==> src/rtl/mls_pkg.sv <==
package mls_pkg;
  localparam int MCR_DTR  = 0;
  localparam int MCR_RTS  = 1;
  localparam int MCR_OUT1 = 2;
  localparam int MCR_OUT2 = 3;
  localparam int MCR_LOOP = 4;

  // modem level vector order: {dcd, ri, dsr, cts}
  localparam int LVL_CTS = 0;
  localparam int LVL_DSR = 1;
  localparam int LVL_RI  = 2;
  localparam int LVL_DCD = 3;

  typedef struct packed {
    logic clrDelta;
    logic clrErr;
    logic clrReady;
    logic loopSel;
  } mlsStrobe_t;
endpackage

==> src/rtl/mls_ctrl.sv <==
module mls_ctrl
  import mls_pkg::*;
(
  input  logic       rdMsr,
  input  logic       rdLsr,
  input  logic       rdRbr,
  input  logic [4:0] mcrBits,
  input  logic       txCore,
  input  logic       rxLine,
  output mlsStrobe_t strobe,
  output logic [3:0] loopLevels,
  output logic       rxCore,
  output logic       txLine
);
  always_comb begin
    strobe.clrDelta = rdMsr;
    strobe.clrErr   = rdLsr;
    strobe.clrReady = rdRbr;
    strobe.loopSel  = mcrBits[MCR_LOOP];
  end

  always_comb begin
    loopLevels          = '0;
    loopLevels[LVL_CTS] = mcrBits[MCR_RTS];
    loopLevels[LVL_DSR] = mcrBits[MCR_DTR];
    loopLevels[LVL_RI]  = mcrBits[MCR_OUT1];
    loopLevels[LVL_DCD] = mcrBits[MCR_OUT2];
  end

  assign rxCore = mcrBits[MCR_LOOP] ? txCore : rxLine;
  assign txLine = mcrBits[MCR_LOOP] ? 1'b1   : txCore;
endmodule

==> src/rtl/mls_datapath.sv <==
module mls_datapath
  import mls_pkg::*;
#(
  parameter int SYNC_STAGES = 2,
  parameter int MODEM_W     = 4,
  parameter int ERR_W       = 4
) (
  input  logic               clk,
  input  logic               rstN,
  input  logic [MODEM_W-1:0] pins,
  input  logic [MODEM_W-1:0] loopLevels,
  input  mlsStrobe_t         strobe,
  input  logic [ERR_W-1:0]   errPulse,
  input  logic               rxAvail,
  input  logic               thrEmpty,
  input  logic               txEmpty,
  input  logic               rxFifoErr,
  output logic [7:0]         msr,
  output logic [7:0]         lsr,
  output logic               msIrq,
  output logic               lsIrq,
  output logic               rxIrq
);
  localparam int LAST = SYNC_STAGES - 1;

  logic [MODEM_W-1:0] syncQ [SYNC_STAGES];
  logic [MODEM_W-1:0] lvl, prevLvl, evt, delta;
  logic [ERR_W-1:0]   err;
  logic               ready;

  // pin synchronizer chain
  for (genvar s = 0; s < SYNC_STAGES; s++) begin : g_sync
    if (s == 0) begin : g_first
      always_ff @(posedge clk) begin
        if (!rstN) syncQ[s] <= '0;
        else       syncQ[s] <= pins;
      end
    end else begin : g_next
      always_ff @(posedge clk) begin
        if (!rstN) syncQ[s] <= '0;
        else       syncQ[s] <= syncQ[s-1];
      end
    end
  end

  assign lvl = strobe.loopSel ? loopLevels : syncQ[LAST];

  always_ff @(posedge clk) begin
    if (!rstN) prevLvl <= '0;
    else       prevLvl <= lvl;
  end

  // change events: ring flags only the trailing edge
  for (genvar b = 0; b < MODEM_W; b++) begin : g_evt
    if (b == LVL_RI) begin : g_ring
      assign evt[b] = prevLvl[b] & ~lvl[b];
    end else begin : g_any
      assign evt[b] = prevLvl[b] ^ lvl[b];
    end
  end

  always_ff @(posedge clk) begin
    if (!rstN) delta <= '0;
    else       delta <= (strobe.clrDelta ? '0 : delta) | evt;
  end

  always_ff @(posedge clk) begin
    if (!rstN) err <= '0;
    else       err <= (strobe.clrErr ? '0 : err) | errPulse;
  end

  always_ff @(posedge clk) begin
    if (!rstN) ready <= 1'b0;
    else       ready <= strobe.clrReady ? 1'b0 : rxAvail;
  end

  assign msr   = {lvl, delta};
  assign lsr   = {rxFifoErr, txEmpty, thrEmpty, err, ready};
  assign msIrq = |delta;
  assign lsIrq = |err;
  assign rxIrq = ready;

  // a read with no new event leaves no change bit behind
  a_r5_delta_cleared: assert property (@(posedge clk) disable iff (!rstN)
    (strobe.clrDelta && evt == '0) |=> (delta == '0));

  // a read with no new error leaves no error bit behind
  a_r6_err_cleared: assert property (@(posedge clk) disable iff (!rstN)
    (strobe.clrErr && errPulse == '0) |=> (err == '0));

  // every error pulse is present in the register afterwards
  a_r7_event_kept: assert property (@(posedge clk) disable iff (!rstN)
    (|errPulse) |=> ((err & $past(errPulse)) == $past(errPulse)));

  // a receive data read drops data ready
  a_r8_ready_drop: assert property (@(posedge clk) disable iff (!rstN)
    strobe.clrReady |=> !ready);

  // ring flag appears only after a high-to-low ring level
  a_r4_ri_trailing: assert property (@(posedge clk) disable iff (!rstN)
    $rose(delta[LVL_RI]) |-> ($past(lvl[LVL_RI]) == 1'b0 && $past(prevLvl[LVL_RI]) == 1'b1));
endmodule

==> src/rtl/uart_modem_line_status.sv <==
module uart_modem_line_status
  import mls_pkg::*;
#(
  parameter int SYNC_STAGES = 2
) (
  input  logic       clk,
  input  logic       rstN,
  input  logic       ctsPin,
  input  logic       dsrPin,
  input  logic       riPin,
  input  logic       dcdPin,
  input  logic [4:0] mcrBits,
  input  logic       rxOverrun,
  input  logic       rxParityErr,
  input  logic       rxFrameErr,
  input  logic       rxBreak,
  input  logic       rxAvail,
  input  logic       rxFifoErr,
  input  logic       thrEmpty,
  input  logic       txEmpty,
  input  logic       rdMsr,
  input  logic       rdLsr,
  input  logic       rdRbr,
  input  logic       txCore,
  input  logic       rxLine,
  output logic [7:0] msrOut,
  output logic [7:0] lsrOut,
  output logic       msIrq,
  output logic       lsIrq,
  output logic       rxIrq,
  output logic       rxCore,
  output logic       txLine
);
  mlsStrobe_t strobe;
  logic [3:0] loopLevels;

  mls_ctrl ctrl_i (
    .rdMsr(rdMsr), .rdLsr(rdLsr), .rdRbr(rdRbr), .mcrBits(mcrBits),
    .txCore(txCore), .rxLine(rxLine), .strobe(strobe),
    .loopLevels(loopLevels), .rxCore(rxCore), .txLine(txLine)
  );

  mls_datapath #(.SYNC_STAGES(SYNC_STAGES), .MODEM_W(4), .ERR_W(4)) dp_i (
    .clk(clk), .rstN(rstN),
    .pins({dcdPin, riPin, dsrPin, ctsPin}),
    .loopLevels(loopLevels), .strobe(strobe),
    .errPulse({rxBreak, rxFrameErr, rxParityErr, rxOverrun}),
    .rxAvail(rxAvail), .thrEmpty(thrEmpty), .txEmpty(txEmpty),
    .rxFifoErr(rxFifoErr),
    .msr(msrOut), .lsr(lsrOut), .msIrq(msIrq), .lsIrq(lsIrq), .rxIrq(rxIrq)
  );

  // loop-back levels follow the modem control bits
  a_r10_loop_map: assert property (@(posedge clk) disable iff (!rstN)
    mcrBits[MCR_LOOP] |-> (msrOut[7:4] == {mcrBits[MCR_OUT2], mcrBits[MCR_OUT1],
                                          mcrBits[MCR_DTR], mcrBits[MCR_RTS]}));

  // loop-back idles the line and returns the transmit stream
  a_r11_loop_serial: assert property (@(posedge clk) disable iff (!rstN)
    mcrBits[MCR_LOOP] |-> (txLine && rxCore == txCore));
endmodule

==> config.mk <==
export PLATFORM = sky130hd
export DESIGN_NAME = uart_modem_line_status
export DESIGN_NICKNAME = d
export VERILOG_FILES = /design/src/rtl/mls_pkg.sv /design/src/rtl/mls_ctrl.sv /design/src/rtl/mls_datapath.sv /design/src/rtl/uart_modem_line_status.sv
export SDC_FILE = /design/constraint.sdc
export NUM_CORES = 1
export LEC_CHECK = 0
export BUFFER_PORTS_ARGS = -buffer_cell sky130_fd_sc_hd__buf_2
export CELL_PAD_IN_SITES_DETAIL_PLACEMENT = 1
export CELL_PAD_IN_SITES_GLOBAL_PLACEMENT = 2
export CORE_ASPECT_RATIO = 0.9
export CORE_MARGIN = 2
export CORE_UTILIZATION = 23
export CTS_BUF_LIST = sky130_fd_sc_hd__clkbuf_8
export DETAILED_ROUTE_END_ITERATION = 16
export PLACE_DENSITY_LB_ADDON = 0.1
export RECOVER_POWER = 25
export SYNTH_ARGS = -nofsm -noshare
export SYNTH_HDL_FRONTEND = slang
export SYNTH_SLANG_ARGS = --single-unit
==> constraint.sdc <==
create_clock -name clk -period 0.92 [get_ports clk]
set_input_delay 0.184 -clock clk [delete_from_list [all_inputs] [get_ports clk]]
set_output_delay 0.184 -clock clk [all_outputs]
set_load 0.03 [all_outputs]
==> impl_summary.md, run 1 <==
Status
The run finished, with violations left. The final reports fail on negative setup slack.

Floorplanning
The area of the placeable core is 3350 µm². The count of pins on the block boundary is 45. The die covers 3960 µm².

The initialized floorplan defines 20 standard-cell rows. Once the floorplan was initialized, standard cells occupied 23.8% of the core. The vertical die dimension is 59.9 µm. Measured along the x axis, the die boundary spans 66.1 µm.

Critical path
For the worst setup path, the data required time is 0.74 ns. Data arrives at the worst endpoint at 1.27 ns. In this run the critical register-to-register path is launched from dp_i.err[0]. The nature of the critical path endpoint is an output pin. The worst flop-to-flop path endpoint is dp_i.err[0].

The most critical setup path has its startpoint at dp_i.err[0]. The critical path class is reg -> out. The capturing instance or port of the critical path is lsIrq.

The category of the worst setup path launch point is a flop. The highest net fanout along the worst path is 2. The number of cells traversed by the worst register-to-register path is 5. Across all register-to-register paths, the minimum setup slack is -0.11 ns.

STA
Dividing the final minimum period by the clock period gives 158%. For the final routed database, the setup TNS stands at -2.78 ns. Between clock sinks in the finished design, the worst skew comes to 0.00204 ns.

The final hold slack is 0.0638 ns. The achievable clock frequency is 0.690 GHz. The number of slew-limit violations in the final report is 0. The number of hold violations in the final report was 0. Setup slack on the critical path of the routed design comes to -0.530 ns.

Headroom to the max-slew limit came out at 75.1%. The measured slew at the worst slew-check pin is 0.374 ns. The smallest clock period supported by the final layout is computed as 1.45 ns.

Setup repair after global routing could not meet its margin everywhere. The number of setup violations in the final report is 19.

GRT
The global routing usage on met1 is 11.7%. Entering global routing, the biggest net connects 22 pins. The number of global-route vias before repair is 634. The wire length of the first global-routing pass is 2880 µm. Global routing used 9.87% of the available tracks across all layers. Summed over all layers, the global routing overflow is 0. The global-route layer with the greatest usage is met2. The routing usage on met2 is 16.7%. The number of antenna violations at the first check in global routing was 0. The global-route track usage on met3 is 3.95%.

Synth
When the netlist entered floorplanning its net count stood at 98. The number of instances in the synthesized netlist is 74. The cell area after technology mapping is 798 µm². Counting distinct cell types in the post-synthesis netlist gives 20.

The share of the Yosys chip area taken by registers is 52.7%. During synthesis, Yosys emitted a total of 0 warnings. Dividing the synthesized area by the synthesized cell count gives 10.8 µm². The register bit total from synthesis is 21.

Power
The fraction of power spent switching nets is 26.3%. The power share of the clock group is 27.3%. The ratio of total power to cell area is 1580 nW/µm². The final total power is 2.12 mW.

The register share of total power is 47.0%. The leakage dissipation is 0.630 nW. The maximum resistive drop on vdd is 766 µV. The cell-internal power is 1.56 mW. Combinational logic is responsible for 25.7% of the overall power.

The net switching power is 0.557 mW.

Routing
The antenna violation net count after detailed routing is 0. The total DRC errors in the routed layout is 0. The first detailed-routing pass ran for 2 iterations. Detailed routing inserted a total of 625 vias. The ratio of routed vias to standard cells is 3.77. The average wire per standard cell is 11.0 µm. The total length of routed wires is 1820 µm. The first-iteration detailed-routing DRC count is 9.

Cells and area
The area added between synthesis and finish is 68.0%. The count of nets after finishing is 147. The antenna diode count is 0. Of the cells placed in the final design, the portion with a size suffix greater than 1 is 63.9%. After filler insertion, the fill cell instance count of the layout stands at 401.

With fillers left out, the area of the finished cells amounts to 1340 µm². For this run, the share of the core covered by cells in the final layout is 40.0%.

Run
The number of maximum-capacitance violations is 0.

Clock tree
The clock latency reported for the late side of the worst-skew pair is 0.25 ns. In this run the number of H-tree levels came out at 1. Hold repair after CTS inserted 0 buffers. The root buffer cell is sky130_fd_sc_hd__clkbuf_8. TritonCTS built the clock tree. The clock net in this run drives a total of 21 sinks. The number of clock buffers inserted by TritonCTS is 3. The post-CTS clock slew at the launch and capture registers of the worst setup and hold paths is 0.07 ns. The maximum clock insertion buffer count is 2.

Placed design
The total placed instance area is 1060 µm². After legalization and detailed placement, the total HPWL measured 1250 µm. The routability-driven placement congestion ratio is 0.576. Input and output buffers added on the ports amount to 38.

Worst hold path
The worst min-delay path class is in -> reg.
-- per-layer routing --
layer  wire [µm]  up-vias
met4           7        0
met2         930       22
met3         121        2
li1            -      325
met1         759      276
met5           0        -
-- final cells by class --
| class | instances | area (µm²) | area share, % |
|---|---|---|---|
| Multi-Input combinational cell | 42 | 344 | 25.7 |
| Inverter | 4 | 15.0 | 1.12 |
| Tap cell | 44 | 55.1 | 4.10 |
| Clock inverter | 1 | 3.75 | 0.280 |
| Timing Repair Buffer | 51 | 442 | 32.9 |
| Clock buffer | 3 | 41.3 | 3.08 |
| Sequential cell | 21 | 440 | 32.8 |
-- worst min path at each step --
| stage | from | end | slack (ns) | depth (start not counted) |
|---|---|---|---|---|
| 2_1_floorplan | rdRbr | dp_i.rxIrq | 0.26 | 1 |
| 3_3_place_gp | rdRbr | dp_i.rxIrq | 0.34 | 2 |
| 3_5_place_dp | rdRbr | dp_i.rxIrq | 0.34 | 2 |
| 4_1_cts | rdRbr | dp_i.rxIrq | 0.05 | 2 |
| 5_1_grt | rdRbr | dp_i.rxIrq | 0.05 | 2 |
| 6_report | rdRbr | dp_i.rxIrq | 0.06 | 2 |
-- registers in the layout, summed over array words and instances (netlist names) --
register,count
dp_i.delta,4
dp_i.err,4
dp_i.prevLvl,4
dp_i.rxIrq,1
dp_i.syncQ,8
-- layout by cell type (no fill, tap or decap) --
cell type,synthesis,layout
sky130_fd_sc_hd__buf_6,1,25
sky130_fd_sc_hd__buf_2,0,18
sky130_fd_sc_hd__dfxtp_2,0,10
sky130_fd_sc_hd__dfxtp_1,21,9
sky130_fd_sc_hd__and2_1,8,8
sky130_fd_sc_hd__nor2b_1,7,6
sky130_fd_sc_hd__buf_4,4,6
sky130_fd_sc_hd__inv_1,4,4
sky130_fd_sc_hd__o21a_1,4,4
sky130_fd_sc_hd__nand2b_1,3,3
sky130_fd_sc_hd__xor2_1,3,3
sky130_fd_sc_hd__a21boi_1,3,3
sky130_fd_sc_hd__and2b_2,3,3
sky130_fd_sc_hd__clkbuf_8,0,3
sky130_fd_sc_hd__mux2i_2,3,2
sky130_fd_sc_hd__or4_4,0,2
sky130_fd_sc_hd__dfxtp_4,0,2
sky130_fd_sc_hd__mux2i_1,1,1
sky130_fd_sc_hd__mux2_4,0,1
sky130_fd_sc_hd__or2_4,0,1
sky130_fd_sc_hd__mux2i_4,0,1
sky130_fd_sc_hd__inv_2,0,1
sky130_fd_sc_hd__nor2b_4,0,1
sky130_fd_sc_hd__a21oi_1,1,1
sky130_fd_sc_hd__nand2_1,1,1
sky130_fd_sc_hd__nor2_1,1,1
sky130_fd_sc_hd__clkbuf_2,0,1
sky130_fd_sc_hd__buf_12,0,1
-- cell families after synthesis --
logic type	Yosys count	synth area share, %
muxes	5	7.84
buffers and inverters	11	7.99
DFF	21	52.7
xor gates and xnor gates	3	3.29
and+or+nand+nor	26	21.0
AOI/OAI and AO/OA	8	7.21
-- power by group through the flow --
| stage | combinational (mW) | clock (mW) | sequential (mW) |
|---|---|---|---|
| floorplan | 0.221 | 0 | 1.07 |
| global placement | 0.394 | 0 | 1.01 |
| detailed placement | 0.396 | 0 | 1.01 |
| CTS | 0.532 | 0.621 | 0.996 |
| global route | 0.585 | 0.659 | 1.00 |
| finish | 0.546 | 0.578 | 0.997 |
-- metrics by stage --
step / setup WS (ns) / instances
floorplan: -0.227 / 74
global placement: -0.283 / 155
detailed placement: -0.288 / 155
CTS: -0.531 / 165
global route: -0.566 / 166
finish: -0.530 / 166
-- cells in the mapped netlist --
cell type	number	area, µm²
sky130_fd_sc_hd__o21a_1	4	30.0
sky130_fd_sc_hd__and2b_2	3	26.3
sky130_fd_sc_hd__or2_2	1	6.26
sky130_fd_sc_hd__nand2b_1	3	18.8
sky130_fd_sc_hd__a21boi_1	3	22.5
sky130_fd_sc_hd__nand2_1	1	3.75
sky130_fd_sc_hd__dfxtp_1	21	420
sky130_fd_sc_hd__xor2_1	3	26.3
sky130_fd_sc_hd__mux2i_1	1	10.0
sky130_fd_sc_hd__nor2b_1	7	43.8
sky130_fd_sc_hd__inv_1	4	15.0
sky130_fd_sc_hd__a21oi_1	1	5.00
sky130_fd_sc_hd__or4_1	2	15.0
sky130_fd_sc_hd__nor2_1	1	3.75
sky130_fd_sc_hd__buf_6	1	11.3
sky130_fd_sc_hd__and2_1	8	50.1
sky130_fd_sc_hd__buf_4	4	30.0
sky130_fd_sc_hd__mux2i_2	3	41.3
sky130_fd_sc_hd__mux2_2	1	11.3
sky130_fd_sc_hd__clkbuf_1	2	7.51
-- critical path, cell delays in order (launching register included) --
cell                      delay, ns
sky130_fd_sc_hd__dfxtp_2       0.32
sky130_fd_sc_hd__or4_4         0.53
sky130_fd_sc_hd__buf_6         0.16
-- timing repair --
action	CTS	global route
pin swaps	2	5
endpoints found under the setup margin	18	23
hold endpoints to repair	0	0
gates resized for setup	51	10
setup buffers	6	6
cloned	0	0
Power figures use the tool's default switching activity.
==> inputs of run 2 (changes only) <==
--- a/config.mk
+++ b/config.mk
@@ -5,12 +5,13 @@
 export SDC_FILE = /design/constraint.sdc
 export NUM_CORES = 1
 export LEC_CHECK = 0
+export ABC_AREA = 1
 export BUFFER_PORTS_ARGS = -buffer_cell sky130_fd_sc_hd__buf_2
 export CELL_PAD_IN_SITES_DETAIL_PLACEMENT = 1
 export CELL_PAD_IN_SITES_GLOBAL_PLACEMENT = 2
 export CORE_ASPECT_RATIO = 0.9
-export CORE_MARGIN = 2
-export CORE_UTILIZATION = 23
+export CORE_MARGIN = 3
+export CORE_UTILIZATION = 21
 export CTS_BUF_LIST = sky130_fd_sc_hd__clkbuf_8
 export DETAILED_ROUTE_END_ITERATION = 16
 export PLACE_DENSITY_LB_ADDON = 0.1
==> impl_summary.md, run 2 <==
GRT
The global-route total usage across every layer is 10.3% (was 9.87%). The number of global-route vias before repair is 840 (was 634). The remaining global-route overflow is 0 (unchanged). The wire length of the first global-routing pass is 3800 µm (was 2880 µm). The largest net degree at the start of global routing is 14 (was 22). The number of antenna violations at the first check in global routing is 0 (unchanged).

Routing
The average wire per standard cell is 11.4 µm (was 11.0 µm). The total DRC errors in the routed layout is 0 (unchanged). The ratio of routed vias to standard cells is 3.94 (was 3.77). The number of vias after detailed routing was 866 (was 625). The first-iteration detailed-routing DRC count is 19 (was 9). The count of TritonRoute iterations in the first routing pass came to 4 (was 2). The antenna violation net count after detailed routing was 0 (unchanged). The total length of routed wires was 2520 µm (was 1820 µm).

Clock tree
The clock tree from TritonCTS is yes (unchanged). The maximum clock insertion buffer count is 2 (unchanged). The clock latency reported for the late side of the worst-skew pair is 0.26 ns (was 0.25 ns). The root buffer cell is sky130_fd_sc_hd__clkbuf_8 (unchanged). The number of H-tree levels was 1 (unchanged). The post-cts hold buffer count is 0 (unchanged).

The post-CTS clock slew at the launch and capture registers of the worst setup and hold paths is 0.08 ns (was 0.07 ns). The number of clock buffers inserted by TritonCTS came to 3 (unchanged). The number of clock sinks is 21 (unchanged).

Power
The register share of total power is 46.5% (was 47.0%). The leakage dissipation is 0.770 nW (was 0.630 nW). The power share of the clock group came to 28.3% (was 27.3%). The fraction of power spent switching nets came to 29.9% (was 26.3%).

The combinational group share of total power is 25.3% (was 25.7%). The cell-internal power is 1.53 mW (was 1.56 mW). The ratio of total power to cell area came to 1540 nW/µm² (was 1580 nW/µm²). The net switching power is 0.651 mW (was 0.557 mW).

The maximum resistive drop on vdd is 589 µV (was 766 µV).

Floorplanning
The effective utilization at floorplan was 22.6% (was 23.8%). The area of the placeable core is 3860 µm² (was 3350 µm²). The vertical die dimension is 67.1 µm (was 59.9 µm). The row count is 21 (was 20). The die footprint is 4960 µm² (was 3960 µm²). The count of pins on the block boundary is 45 (unchanged). The horizontal die dimension was 73.9 µm (was 66.1 µm).

Cells and area
The commonest non-fill, non-tap cell in the layout is sky130_fd_sc_hd__nand2_1 (was sky130_fd_sc_hd__buf_6). Highest-count cells in the layout ignoring fill and taps: sky130_fd_sc_hd__nand2_1, sky130_fd_sc_hd__buf_6, sky130_fd_sc_hd__inv_1 (was sky130_fd_sc_hd__buf_6, sky130_fd_sc_hd__buf_2, sky130_fd_sc_hd__dfxtp_2). The final instance area is 1410 µm² (was 1340 µm²). The count of nets after finishing is 199 (was 147). The layout cell share with drive strength beyond 1 came to 53.4% (was 63.9%).

The number of filler instances in the final layout was 494 (was 401). The antenna diode count is 0 (unchanged). The number of flip-flops under the largest register name is 8 (unchanged).

The area added between synthesis and finish came to 62.1% (was 68.0%). The register with the highest flop count was dp_i.syncQ (unchanged).

STA
The measured slew at the worst slew-check pin is 0.415 ns (was 0.374 ns). The number of slew-limit violations in the final report is 0 (unchanged). The worst slew margin relative to its limit is 72.3% (was 75.1%). The number of setup violations in the final report is 16 (was 19).

Setup repair after global routing missed its margin: yes (unchanged). The setup slack after layout came to -0.197 ns (was -0.530 ns). The maximum clock skew at final layout is 0.00300 ns (was 0.00204 ns).

The final clock period utilization by the worst path is 121% (was 158%). The final critical path time including I/O delays and setup came to 1.12 ns (was 1.45 ns). The number of hold violations in the final report is 0 (unchanged).

The achievable clock frequency is 0.895 GHz (was 0.690 GHz). The total negative slack is -1.55 ns (was -2.78 ns).

Synth
The most used standard cell by instance count after synthesis is sky130_fd_sc_hd__nand2_1 (was sky130_fd_sc_hd__dfxtp_1). The portion of the post-synthesis area used by sequential elements is 48.2% (was 52.7%). The proportion of synthesized flip-flops having asynchronous set or reset is 0% (unchanged). The leading register cell type out of synthesis is sky130_fd_sc_hd__dfxtp_1 (unchanged).

Leading cell types by count after synthesis: sky130_fd_sc_hd__nand2_1, sky130_fd_sc_hd__inv_1, sky130_fd_sc_hd__dfxtp_1, sky130_fd_sc_hd__nor2_1, sky130_fd_sc_hd__nand3_1 (was sky130_fd_sc_hd__dfxtp_1, sky130_fd_sc_hd__and2_1, sky130_fd_sc_hd__nor2b_1). The synthesized area per cell is 7.09 µm² (was 10.8 µm²). Area contributors post-synth: sky130_fd_sc_hd__dfxtp_1, sky130_fd_sc_hd__nand2_1, sky130_fd_sc_hd__inv_1, sky130_fd_sc_hd__nor2_1, sky130_fd_sc_hd__nand3_1 (was sky130_fd_sc_hd__dfxtp_1, sky130_fd_sc_hd__and2_1, sky130_fd_sc_hd__nor2b_1, sky130_fd_sc_hd__mux2i_2, sky130_fd_sc_hd__buf_4). The number of synthesized flops with an enable pin is 0 (unchanged). The share of the synthesized area in the top cell type was 48.2% (was 52.7%).

The cell area after technology mapping is 872 µm² (was 798 µm²). The number of nets in the synthesized netlist came to 147 (was 98). The register bit total from synthesis came to 21 (unchanged). The leading area contributor after synthesis is sky130_fd_sc_hd__dfxtp_1 (unchanged). The number of distinct library cell variants in the gate-level netlist after synthesis is 16 (was 20). The number of warning messages in the yosys log is 0 (unchanged).

The number of instances in the synthesized netlist is 123 (was 74).

Placed design
The worst setup slack before clock tree synthesis is -0.136 ns (was -0.288 ns). The routability-driven placement congestion ratio is 0.694 (was 0.576). The count of input and output buffers is 38 (unchanged). The placed wire-length estimate after detailed placement is 1840 µm (was 1250 µm). The total placed instance area is 1120 µm² (was 1060 µm²).

Status
Failing checks: negative setup slack (unchanged). Status: complete, but fails checks (unchanged).

Critical path
The category of the worst setup path launch point is a flop (unchanged). The critical path class is reg -> out (unchanged). The arrival time at the worst endpoint is 0.93 ns (was 1.27 ns). The required time of the worst setup path is 0.74 ns (about the same). The highest net fanout along the worst path is 2 (unchanged).

The nature of the critical path endpoint was an output pin (unchanged).

Worst hold path
The worst min-delay path class was in -> reg (unchanged).

Run
The number of maximum-capacitance violations was 0 (unchanged).
[run 2: logic make-up after synthesis]
family | Yosys count | synth area share (%)
AND/OR/NAND/NOR | 61 | 29.6
flip-flops | 21 | 48.2
buffers and inverters | 35 | 18.4
AO/OA/AOI/OAI | 6 | 3.87
[run 2: layer usage]
layer  track usage (%)  routed length (µm)  vias up
li1                  -                   -      454
met1              12.1                1070      391
met2              17.6                1300       19
met3              3.72                 132        2
met4              2.71                  16        0
met5                 0                   0        -
[run 2: worst max-delay path, cell delays in order (launching register included)]
cell	delay, ns
sky130_fd_sc_hd__dfxtp_2	0.35
sky130_fd_sc_hd__inv_2	0.04
sky130_fd_sc_hd__nand2_2	0.06
sky130_fd_sc_hd__nand2_2	0.06
sky130_fd_sc_hd__inv_2	0.05
sky130_fd_sc_hd__buf_6	0.12
[run 2: cell type report]
cell class	count	area (µm²)	share of cell area, %
Sequential cell	21	444	31.4
Clock buffer	3	41.3	2.92
Tap cell	46	57.6	4.07
Timing Repair Buffer	52	418	29.6
Multi-Input combinational cell	67	328	23.2
Timing Repair inverter	1	3.75	0.265
Clock inverter	1	7.51	0.531
Inverter	29	114	8.05
[run 2: timing repair]
item | in CTS | in global routing
buffers inserted | 2 | 7
endpoints found under the hold margin | 0 | 0
endpoints found under the setup margin | 17 | 20
resized for setup | 42 | 24
pin swaps | 9 | 3
gates cloned | 1 | 0
[run 2: through the flow]
stage,util (%),hold WS [ns],total power [mW],instances
2_1_floorplan,-,0.256,1.31,123
3_3_place_gp,29.1,0.340,1.44,206
3_5_place_dp,29.1,0.345,1.45,206
4_1_cts,34.0,0.0492,2.17,213
5_1_grt,36.6,0.0473,2.32,220
6_report,36.6,0.0678,2.18,220
[run 2: worst paths after layout]
path              cells after the start               end              from  slack (ns)
setup / recovery                      5         msrOut[4]  dp_i.syncQ[1][0]       -0.20
hold / removal                        2        dp_i.rxIrq             rdRbr        0.07
setup reg to reg                      7     dp_i.delta[1]  dp_i.syncQ[1][1]        0.04
hold reg to reg                       2  dp_i.syncQ[1][0]  dp_i.syncQ[0][0]        0.41
[run 2: power groups by stage]
| stage | clock network (mW) | logic, mW | registers (mW) |
|---|---|---|---|
| 6_report | 0.616 | 0.550 | 1.01 |
| 5_1_grt | 0.697 | 0.606 | 1.02 |
| 4_1_cts | 0.654 | 0.508 | 1.01 |
| 3_5_place_dp | 0 | 0.421 | 1.02 |
| 3_3_place_gp | 0 | 0.414 | 1.02 |
| 2_1_floorplan | 0 | 0.239 | 1.07 |
==> inputs of run 3 (changes only) <==
--- a/config.mk
+++ b/config.mk
@@ -5,13 +5,12 @@
 export SDC_FILE = /design/constraint.sdc
 export NUM_CORES = 1
 export LEC_CHECK = 0
-export ABC_AREA = 1
 export BUFFER_PORTS_ARGS = -buffer_cell sky130_fd_sc_hd__buf_2
 export CELL_PAD_IN_SITES_DETAIL_PLACEMENT = 1
 export CELL_PAD_IN_SITES_GLOBAL_PLACEMENT = 2
 export CORE_ASPECT_RATIO = 0.9
 export CORE_MARGIN = 3
-export CORE_UTILIZATION = 21
+export CORE_UTILIZATION = 23
 export CTS_BUF_LIST = sky130_fd_sc_hd__clkbuf_8
 export DETAILED_ROUTE_END_ITERATION = 16
 export PLACE_DENSITY_LB_ADDON = 0.1
==> impl_summary.md, run 3 (synthesis gave the netlist of run 1 again) <==
Cells and area
The antenna diode count is 0 (unchanged). The utilization of the core after routing is 41.1% (was 36.6%). The area added between synthesis and finish was 64.0% (was 62.1%). The final instance area was 1310 µm² (was 1410 µm²). The layout cell share with drive strength beyond 1 was 64.2% (was 53.4%).

The number of filler instances in the final layout is 344 (was 494). The number of flip-flops under the largest register name is 8 (unchanged). Highest-count cells in the layout ignoring fill and taps: sky130_fd_sc_hd__buf_6, sky130_fd_sc_hd__buf_2, sky130_fd_sc_hd__dfxtp_2 (was sky130_fd_sc_hd__nand2_1, sky130_fd_sc_hd__buf_6, sky130_fd_sc_hd__inv_1).

The register with the highest flop count is dp_i.syncQ (unchanged). The commonest non-fill, non-tap cell in the layout is sky130_fd_sc_hd__buf_6 (was sky130_fd_sc_hd__nand2_1). The count of nets after finishing is 145 (was 199). The number of cells in the finished layout apart from fillers came to 162 (was 220).

Critical path
The kind of cell adding the most delay to the critical path is simple AND/OR/NAND/NOR gates (was flip-flops). The cell with the biggest individual delay on the critical path was sky130_fd_sc_hd__or4_4 (was sky130_fd_sc_hd__dfxtp_2). The largest stage delay on the critical path is 0.52 ns (was 0.35 ns).

The critical path class is reg -> out (unchanged). The nature of the critical path endpoint is an output pin (unchanged). The total buffers and inverters traversed by the critical path is 1 (was 3).

The required time of the worst setup path is 0.74 ns (about the same). Sequence of cells on the critical path: or4_4 > buf_6 (was inv_2 > nand2_2 > nand2_2 > inv_2 > buf_6). The highest net fanout along the worst path was 2 (unchanged). The category of the worst setup path launch point is a flop (unchanged). The arrival time at the worst endpoint is 1.25 ns (was 0.93 ns).

Routing
The ratio of routed vias to standard cells is 3.81 (was 3.94). The count of TritonRoute iterations in the first routing pass is 2 (was 4). The antenna violation net count after detailed routing is 0 (unchanged). The average wire per standard cell is 10.9 µm (was 11.4 µm). The number of vias after detailed routing is 617 (was 866). The total DRC errors in the routed layout is 0 (unchanged). The total length of routed wires was 1770 µm (was 2520 µm). The first-iteration detailed-routing DRC count is 18 (was 19).

GRT
The number of global-route vias before repair is 681 (was 840). The number of antenna violations at the first check in global routing came to 0 (unchanged). The global-route total usage across every layer is 9.17% (was 10.3%). The largest net degree at the start of global routing is 22 (was 14). The wire length of the first global-routing pass is 2860 µm (was 3800 µm). The remaining global-route overflow is 0 (unchanged).

STA
The total negative slack came to -2.59 ns (was -1.55 ns). The achievable clock frequency is 0.697 GHz (was 0.895 GHz). The setup slack after layout is -0.516 ns (was -0.197 ns).

The final critical path time including I/O delays and setup is 1.44 ns (was 1.12 ns). The final clock period utilization by the worst path came to 156% (was 121%). The maximum clock skew at final layout is 0.000777 ns (was 0.00300 ns).

The number of hold violations in the final report is 0 (unchanged). The number of setup violations in the final report is 18 (was 16). The number of slew-limit violations in the final report is 0 (unchanged). The worst slew margin relative to its limit is 74.8% (was 72.3%). Setup repair after global routing missed its margin: yes (unchanged). The measured slew at the worst slew-check pin is 0.378 ns (was 0.415 ns).

Clock tree
The maximum clock insertion buffer count was 2 (unchanged). The clock tree from TritonCTS is yes (unchanged). The number of clock buffers inserted by TritonCTS is 3 (unchanged). The clock latency reported for the late side of the worst-skew pair came to 0.26 ns (about the same). The post-cts hold buffer count is 0 (unchanged). The root buffer cell is sky130_fd_sc_hd__clkbuf_8 (unchanged). The number of clock sinks is 21 (unchanged). The number of H-tree levels is 1 (unchanged). The post-CTS clock slew at the launch and capture registers of the worst setup and hold paths is 0.07 ns (was 0.08 ns).

Worst hold path
The worst min-delay path class is in -> reg (unchanged).

Placed design
The count of input and output buffers is 38 (unchanged). The routability-driven placement congestion ratio is 0.600 (was 0.694). The placed wire-length estimate after detailed placement is 1260 µm (was 1840 µm).

The number of cells after detailed placement is 153 (was 206). The total placed instance area came to 1060 µm² (was 1120 µm²).

Power
The final total power is 2.10 mW (was 2.18 mW). The leakage dissipation is 0.614 nW (was 0.770 nW). The maximum resistive drop on vdd was 827 µV (was 589 µV). The ratio of total power to cell area was 1610 nW/µm² (was 1540 nW/µm²).

Run
The number of maximum-capacitance violations is 0 (unchanged).

Floorplanning
The vertical die dimension came to 61.9 µm (was 67.1 µm). The effective utilization at floorplan is 25.1% (was 22.6%). The die footprint is 4210 µm² (was 4960 µm²). The count of pins on the block boundary is 45 (unchanged). The area of the placeable core is 3190 µm² (was 3860 µm²).

The horizontal die dimension came to 68.1 µm (was 73.9 µm). The row count is 19 (was 21).

Status
Failing checks: negative setup slack (unchanged). Status: complete, but fails checks (unchanged).
[run 3: changes by cell type in the layout (fill, tap and decap cells not counted), sizes merged, moves of 4 or more]
cell   change
a21oi      -4
and2       +8
inv       -24
mux2i      +4
nand2     -38
nand3      -9
nor2      -12
nor2b      +7
o21a       +4
[run 3: worst paths after layout]
path / start / endpoint / slack, ns / depth (start not counted)
max reg2reg: dp_i.syncQ[1][1] / dp_i.delta[1] / -0.03 / 4
max: dp_i.err[0] / lsIrq / -0.52 / 2
min: rdRbr / dp_i.rxIrq / 0.06 / 2
min reg2reg: dp_i.syncQ[0][3] / dp_i.syncQ[1][3] / 0.44 / 1
[run 3: stage by stage]
step | setup slack (ns) | hold WS, ns
final | -0.516 | 0.0644
after global routing | -0.552 | 0.0587
after global placement | -0.284 | 0.341
after CTS | -0.529 | 0.0581
after floorplan | -0.227 | 0.256
after detailed placement | -0.287 | 0.347
[run 3: worst reg2reg max path, cell delays in order, from the launching register on]
cell and delay (ns):
sky130_fd_sc_hd__dfxtp_2 0.32, sky130_fd_sc_hd__mux2i_2 0.16, sky130_fd_sc_hd__buf_4 0.14, sky130_fd_sc_hd__xor2_1 0.14
sky130_fd_sc_hd__a21boi_1 0.07
[run 3: area by class of cell]
cell class	instances	area [µm²]	share of cell area, %
inverter	4	15.0	1.15
tap	42	52.6	4.02
timing repair buffer	49	419	32.0
multi-input combinational	42	335	25.6
clock buffer	3	41.3	3.15
clock inverter	1	3.75	0.287
sequential	21	442	33.7
[run 3: timing repair]
action,CTS,global route
buffers inserted,7,5
gates resized for setup,49,7
setup endpoints to repair,18,26
pin swaps,4,4
[run 3: metal layers]
layer  vias to the layer above  global-route usage (%)  part of all wire [%]
met5                         -                       0                     0
met4                         0                    2.55                  0.51
met3                         2                    3.42                   6.2
met2                        20                    15.8                    50
met1                       274                    10.7                    43
li1                        321                       -                     -
[run 3: power by group]
group          internal (mW)  switching, mW  leakage (nW)
logic                  0.282          0.239         0.409
registers              0.967         0.0275         0.179
clock network          0.297          0.289        0.0269
